## config.mk

```make
export PLATFORM = sky130hd
export DESIGN_NAME = throttle_conditioner
export DESIGN_NICKNAME = d
export VERILOG_FILES = /design/src/rtl/thr_pkg.sv /design/src/rtl/thr_sync2.sv /design/src/rtl/thr_lane.sv /design/src/rtl/thr_merge.sv /design/src/rtl/throttle_conditioner.sv
export SDC_FILE = /design/constraint.sdc
export NUM_CORES = 1
export LEC_CHECK = 0
export BUFFER_PORTS_ARGS = -buffer_cell sky130_fd_sc_hd__buf_2
export CORE_ASPECT_RATIO = 1.1
export CORE_UTILIZATION = 45
export DETAILED_ROUTE_END_ITERATION = 10
export PLACE_DENSITY = 0.61
export SYNTH_ARGS = -nofsm -noshare
export SYNTH_HDL_FRONTEND = slang
export SYNTH_HIERARCHICAL = 1
export SYNTH_SLANG_ARGS = --single-unit
```

## constraint.sdc

```tcl
create_clock -name clk -period 2.6 [get_ports clk]
set_input_delay 0.26 -clock clk [delete_from_list [all_inputs] [get_ports clk]]
set_output_delay 0.26 -clock clk [all_outputs]
set_load 0.01 [all_outputs]
```

## src/rtl/thr_pkg.sv

```systemverilog
package thr_pkg;

  typedef enum logic [1:0] {
    LANE_IDLE   = 2'd0,
    LANE_MIN    = 2'd1,
    LANE_FOLLOW = 2'd2
  } lane_state_t;

  localparam int unsigned SYNC_STAGES = 2;

endpackage

```

## src/rtl/thr_sync2.sv

```systemverilog
module thr_sync2 #(
  parameter int unsigned WIDTH = 8
) (
  input  logic             clk,
  input  logic             rst,
  input  logic [WIDTH-1:0] async_i,
  output logic [WIDTH-1:0] sync_o
);

  logic [WIDTH-1:0] meta_q;
  logic [WIDTH-1:0] stable_q;

  always_ff @(posedge clk) begin
    if (rst) begin
      meta_q   <= '0;
      stable_q <= '0;
    end else begin
      meta_q   <= async_i;
      stable_q <= meta_q;
    end
  end

  assign sync_o = stable_q;

endmodule

```

## src/rtl/thr_lane.sv

```systemverilog
module thr_lane
  import thr_pkg::*;
#(
  parameter int unsigned QUAL_W = 20,
  parameter int unsigned HOLD_W = 8
) (
  input  logic              clk,
  input  logic              rst,
  input  logic              req_s,
  input  logic [QUAL_W-1:0] qual_len,
  input  logic [HOLD_W-1:0] hold_len,
  output logic              filt_o
);

  localparam logic [QUAL_W-1:0] RUN_STEP  = QUAL_W'(1);
  localparam logic [HOLD_W-1:0] HOLD_STEP = HOLD_W'(1);

  lane_state_t       state_q;
  logic [QUAL_W-1:0] run_q;
  logic [HOLD_W-1:0] hold_q;
  logic              out_q;
  logic              qualified;

  // the run counter saturates at the setting; >= keeps a lowered setting safe
  assign qualified = req_s && (run_q >= qual_len);

  always_ff @(posedge clk) begin
    if (rst) begin
      run_q <= '0;
    end else if (!req_s) begin
      run_q <= '0;
    end else if (run_q < qual_len) begin
      run_q <= run_q + RUN_STEP;
    end
  end

  always_ff @(posedge clk) begin
    if (rst) begin
      state_q <= LANE_IDLE;
      hold_q  <= '0;
      out_q   <= 1'b0;
    end else begin
      case (state_q)
        LANE_IDLE: begin
          if (qualified) begin
            state_q <= LANE_MIN;
            hold_q  <= hold_len;
            out_q   <= 1'b1;
          end
        end
        LANE_MIN: begin
          if (hold_q > HOLD_STEP) begin
            hold_q <= hold_q - HOLD_STEP;
          end else begin
            hold_q <= '0;
            if (req_s) begin
              state_q <= LANE_FOLLOW;
            end else begin
              state_q <= LANE_IDLE;
              out_q   <= 1'b0;
            end
          end
        end
        LANE_FOLLOW: begin
          if (!req_s) begin
            state_q <= LANE_IDLE;
            out_q   <= 1'b0;
          end
        end
        default: begin
          state_q <= LANE_IDLE;
          out_q   <= 1'b0;
        end
      endcase
    end
  end

  assign filt_o = out_q;

endmodule

```

## src/rtl/thr_merge.sv

```systemverilog
module thr_merge #(
  parameter int unsigned LANES = 8
) (
  input  logic             clk,
  input  logic             rst,
  input  logic [LANES-1:0] lanes_i,
  output logic             any_o
);

  logic any_q;

  always_ff @(posedge clk) begin
    if (rst) any_q <= 1'b0;
    else     any_q <= |lanes_i;
  end

  assign any_o = any_q;

endmodule

```

## src/rtl/throttle_conditioner.sv

```systemverilog
module throttle_conditioner #(
  parameter int unsigned LANES  = 8,
  parameter int unsigned QUAL_W = 20,
  parameter int unsigned HOLD_W = 8
) (
  input  logic              clk,
  input  logic              rst,
  input  logic [LANES-1:0]  req_raw,
  input  logic [QUAL_W-1:0] qual_len,
  input  logic [HOLD_W-1:0] hold_len,
  output logic [LANES-1:0]  filt_req,
  output logic              any_req
);

  logic [LANES-1:0] req_sync;

  thr_sync2 #(.WIDTH(LANES)) u_sync (
    .clk     (clk),
    .rst     (rst),
    .async_i (req_raw),
    .sync_o  (req_sync)
  );

  for (genvar g = 0; g < LANES; g++) begin : g_lane
    thr_lane #(.QUAL_W(QUAL_W), .HOLD_W(HOLD_W)) u_lane (
      .clk      (clk),
      .rst      (rst),
      .req_s    (req_sync[g]),
      .qual_len (qual_len),
      .hold_len (hold_len),
      .filt_o   (filt_req[g])
    );
  end

  thr_merge #(.LANES(LANES)) u_merge (
    .clk     (clk),
    .rst     (rst),
    .lanes_i (filt_req),
    .any_o   (any_req)
  );

endmodule

```

* Word-level counts from Yosys, hierarchy flattened
Index checks and enable logic that the tools add are counted.
** Word-level totals
- Register bits after elaboration :: 265
- Input bits :: 38
- Output and inout port bits :: 9
- Word-level logic and storage cells :: 276
** Cells by class
- Add/subtract/negate cells :: 16
- Order comparisons :: 24
- Eq/ne operators :: 40
- Muxes and demuxes :: 96
- Bitwise logic cells :: 8
- Reduce and logical (&&, ||, !) cells :: 57
** Operator list (number)
- $add 20x1->20 const B :: 8
- $ge 20x20->1 :: 8
- $lt 20x20->1 :: 8
- $mux 8 :: 16
- $pmux 8 s2 :: 8
- $gt 8x1->1 const B :: 8
- $mux 2 :: 32
- $sub 8x1->8 const B :: 8
- $pmux 2 s3 :: 8
- $ne 2x2->1 const B :: 16
- $reduce_and 2->1 :: 16
- $mux 1 :: 24
- $pmux 1 s3 :: 8
- $reduce_and 3->1 :: 8
- $eq 2x1->1 const B :: 8
- $eq 2x2->1 const B :: 8
- $logic_not 2->1 :: 8
- $ne 2x1->1 const B :: 8
- $reduce_bool 2->1 :: 8
- $reduce_or 2->1 :: 8
- $logic_and 1x1->1 :: 8
- $not 1->1 :: 8
- $reduce_or 8->1 :: 1

* Logic depth before layout (Yosys ltp)
- Word-level depth :: 4
- Depth in mapped cells :: 11
- Gate-level depth less buffers :: 9

* By module
The synthesis kept the hierarchy.
** By module, submodules not included
- thr_lane (g_lane[0].u_lane ...) :: instances 7, cells an instance 285, area an instance 2283.4 µm², seq. area each 620.6 µm²
- thr_lane (g_lane[7].u_lane) :: instances 1, cells an instance 309, area an instance 2414.8 µm², seq. area each 620.6 µm²
- thr_sync2 :: instances 1, cells an instance 33, area an instance 464.2 µm², seq. area each 320.3 µm²
- thr_merge :: instances 1, cells an instance 4, area an instance 37.5 µm², seq. area each 20.0 µm²

* Worst setup path after synthesis
No wires, ideal clock.
- Kind :: flip-flop to flip-flop
- From :: register g_lane[7].u_lane.run_q[9]
- To :: register g_lane[7].u_lane.run_q[19]
- Library setup time :: 0.131 ns
- Arrival :: 2.076 ns
- Data required time :: 2.469 ns
- Slack :: 0.393 ns
- Stages on the path, launching flop included :: 10
- Buffers on the path :: 2
- Clock period less this slack :: 2.207 ns
- Cell sequence :: dfxtp_1 > ha_1 > a21oi_1 > o21ai_2 > a221oi_4 > nand3_2 > buf_6 > buf_6 > o311ai_2 > o41ai_2
** Between the ends
- Longest elaborated chain between the ends :: 1
- Elaborated cells on any way between the ends :: 2
- Those cells by class :: add/sub (1); order compare (1)
** Ends and longest elaborated chain
- from (decl) :: line thr_lane.sv:19 : logic [QUAL_W-1:0] run_q;
- from (signal assigned) :: line thr_lane.sv:33 : run_q <= run_q + RUN_STEP;
- $add 20x1->20 or $lt 20x20->1 (tied branches) :: line thr_lane.sv:33, thr_lane.sv:32
Several ways; a longest one is shown, not always the timed one.
A chain may end at the register's enable or synchronous reset.

* Final worst setup path
- From :: register g_lane[6].u_lane.run_q[5]
- To :: register g_lane[6].u_lane.run_q[15]
** Between the ends
- Longest elaborated chain between the ends :: 1
- Elaborated cells on any way between the ends :: 2
- Those cells by class :: add/sub (1); order compare (1)
** Ends and longest elaborated chain (line)
- from (decl) :: thr_lane.sv:19
- from (signal assigned) :: thr_lane.sv:33
- $add 20x1->20 or $lt 20x20->1 (tied branches) :: thr_lane.sv:33, thr_lane.sv:32
Several ways; a longest one is shown, not always the timed one.

==> impl_metrics.py <==
metrics = {
    "grt": {
        "grtUsageMet1_pct": 30.9,
        "grt-ovfl-total": 0,
        "top_usage_layer": "met2",
        "antenna_found_initial": 0,
        "grt_pass1_wl_um": 82400,
        "use_met3_pct": 2.34,
        "first_global_vias": 16500,
        "grt_util_met2_pct": 41.3,
        "grt_max_degree": 36,
        "grt_use_total_pct": 23.7,
    },
    "logic_synthesis": {
        "yosysSeqAreaShare_pct": 28.1,
        "syn-num-nets": 2595,
        "yosys_register_bits": 265,
        "synth_top_flop_cell": "dfxtp_1",
        "yosysUniqueCellTypes": 73,
        "syn_area_um2": 18900,
        "synth-edff-count": 0,
        "syn_avg_cell_area_um2": 8.07,
        "yosysWarnings": 6,
        "async_flop_share_pct": 0,
        "syn_inst": 2341,
    },
    "floorplanning": {
        "die_w_um": 197,
        "fp-row-count": 78,
        "core_area_um2": 41300,
        "io_pins": 47,
        "initial_core_util_pct": 45.8,
        "die-area_um2": 42800,
        "die_h_um": 217,
    },
    "placed_design": {
        "place_hpwl_um": 36900,
        "routabilityCongestion": 0.842,
        "placed_cells": 3025,
        "port_buffers": 46,
    },
    "finish": {
        "drive_above_1_share_pct": 16.9,
        "area_growth_pct": 15.6,
        "nets": 2771,
        "multi_input_area_um2": 12000,
        "nFillCells": 3905,
        "layout.cells.non_filler": 3099,
        "regArea_um2": 5310,
    },
    "outcome": {
        "status": "complete, no violations",
    },
    "cts": {
        "clkTransAtPathRegs_ns": 0.06,
        "cts-root-buf": "clkbuf_16",
        "cts.sinks": 265,
        "clockBufferDepth": 3,
        "htreeDepth": 2,
        "clock_latency_ns": 0.53,
        "cts_tree": "yes",
        "numCtsBuffers": 34,
    },
    "power_and_ir_drop": {
        "power.density_nw_per_um2": 420,
        "ir_worst_vdd_v": 0.000483,
        "p_leak_nw": 8.69,
        "total_power_mw": 9.17,
    },
    "sta": {
        "finalMaxSlewViolations": 0,
        "hold_ws_ns": 0.177,
        "hold_viol_final": 0,
        "max_freq_ghz": 0.407,
        "timing.final.crit_period_ns": 2.46,
        "worst_pin_slew_ns": 0.763,
        "finalCritPeriodShare_pct": 94.5,
        "slew_headroom_pct": 49.1,
        "setup_viol": 0,
        "fin_skew_ns": 0.0185,
        "finalSetupTns_ns": 0,
    },
    "min_path": {
        "holdPathEnd": "u_sync/sync_o[5]",
        "hold_path_class": "input port to flip-flop",
        "whs_path_depth": 2,
        "holdCritStartpoint": "rst",
    },
    "routing": {
        "post_drt_wl_per_cell_um": 16.6,
        "viasPerCell": 5.64,
        "dr.first_iter.drc_count": 936,
        "vias": 17500,
        "drt_wl_total_um": 51400,
        "ant_nets": 0,
        "drcViolationCount": 0,
        "first_pass_iters": 5,
    },
    "critical_path": {
        "critPathMaxFanout": 14,
        "setup.worst_path.class": "flip-flop to flip-flop",
        "cp-end-kind": "flip-flop",
        "rr_startpoint": "g_lane[6].u_lane/run_q[5]",
        "ff2ff_path_depth": 8,
        "r2r_slack_ns": 0.14,
        "regToRegEndpoint": "g_lane[6].u_lane/run_q[15]",
        "worstSetupStartpoint": "g_lane[6].u_lane/run_q[5]",
        "critical_path_required_ns": 3.07,
        "start_kind": "flip-flop",
        "cp_data_arrival_time_ns": 2.92,
    },
    "flow_run": {
        "maxCapViolations": 0,
    },
}
[power by group]
group / total [mW] / internal, mW / switching (mW)
sequential: 4.09 / 4.08 / 0.0115
clock: 4.43 / 2.59 / 1.84
combinational: 0.655 / 0.268 / 0.388
[layout make-up]
| class | count | area share (%) |
|---|---|---|
| clock inverter | 5 | 0.132 |
| sequential | 265 | 24.3 |
| timing repair buffer | 213 | 7.98 |
| tap | 560 | 3.21 |
| multi-input combinational | 1712 | 54.9 |
| antenna | 1 | 0.0115 |
| clock buffer | 52 | 4.48 |
| inverter | 291 | 5.00 |
[layer usage]
layer,up-vias,share of wire (%)
li1,8782,-
met1,8343,47
met2,300,48
met3,60,3.9
met4,0,1.7
met5,-,0
[synth_stat cells, types with 25 or more instances]
master / n / area, um2
nand3_1: 65 / 325
nor2_1: 125 / 469
inv_1: 291 / 1090
or3_2: 28 / 210
clkbuf_1: 28 / 105
ha_1: 216 / 2700
o31ai_1: 46 / 345
nor3_1: 43 / 215
dfxtp_1: 265 / 5310
nand4_1: 43 / 269
o32ai_1: 25 / 219
o21ai_0: 134 / 671
a21oi_1: 235 / 1180
or3_1: 73 / 457
nand2_1: 174 / 653
nand2b_1: 30 / 188
o22ai_1: 28 / 175
or4_1: 47 / 353
nor2b_1: 40 / 250
[cell families (layout without fill, tap and decap cells)]
logic type      count (synthesis)  count (layout)  synth area share [%]
simple gates                  795             796                  24.3
compound gates                655             655                  22.3
buf+inv                       365             561                  8.80
flops                         265             265                  28.1
fa+ha+maj                     216             216                  14.3
xor+xnor                       29              29                  1.34
mux                            16              16                 0.894
other cells                     0               1                     0
[sequential cells by signal (all words and copies together), names as in the netlist]
register               count
g_lane.u_lane/filt_o       8
g_lane.u_lane/run_q      160
g_lane.u_lane/hold_q      64
u_sync/sync_o              8
g_lane.u_lane/state_q     16
u_sync/meta_q              8
u_merge/any_o              1
[critical path: stages, from the launching register on]
cell and delay (ns):
dfxtp_1 0.41, ha_1 0.28, a21oi_1 0.14, o21ai_0 0.14, a221oi_2 0.26, o21a_2 0.25
nand4_4 0.21, or4_1 0.55, a21oi_1 0.14
[through the flow]
| stage | utilization [%] | setup WS (ns) | cell area, um2 |
|---|---|---|---|
| finish | 52.9 | 0.144 | 21800 |
| global route | 52.9 | -0.00562 | 21800 |
| CTS | 52.6 | 0.121 | 21700 |
| detailed placement | 50.0 | -0.133 | 20600 |
| global placement | 50.0 | -0.0789 | 20600 |
| floorplan | - | 0.393 | 18900 |
[worst max-delay path by stage]
stage,end,slack [ns]
after CTS,g_lane[6].u_lane/run_q[15],0.12
final,g_lane[6].u_lane/run_q[15],0.14
after detailed placement,g_lane[6].u_lane/hold_q[2],-0.13
after global placement,g_lane[6].u_lane/run_q[15],-0.08
after floorplan,g_lane[7].u_lane/run_q[19],0.39
after global routing,g_lane[6].u_lane/run_q[8],-0.006
[cells in the final DEF (no fill, tap or decap), drive strengths merged, types with 9 or more instances in the layout]
cell / synthesis / layout
mux2i: 9 / 9
o21a: 31 / 31
or2: 12 / 12
nand3: 66 / 66
nor4: 10 / 10
nand2b: 30 / 30
ha: 216 / 216
xnor2: 22 / 22
a211oi: 17 / 17
o31ai: 53 / 53
nor3b: 24 / 24
o22ai: 28 / 28
clkbuf: 42 / 52
o311ai: 10 / 10
nor2: 125 / 125
or3: 101 / 101
inv: 291 / 292
a31o: 9 / 9
o21ai: 144 / 144
or4: 54 / 54
buf: 32 / 205
a31oi: 18 / 18
o211ai: 15 / 15
nand2: 174 / 174
and2: 9 / 9
nor2b: 47 / 47
a21boi: 21 / 21
nand4: 65 / 66
nor3: 50 / 50
o32ai: 25 / 25
a21oi: 243 / 243
and3: 12 / 12
dfxtp: 265 / 265
[what timing repair did]
item	4_1_cts	5_1_grt
endpoints found under the hold margin	8	0
setup buffers	0	7
resized for setup	0	9
endpoints found under the setup margin	0	27
hold buffers	8	0
Note: power is estimated with default switching activity, not from simulation.
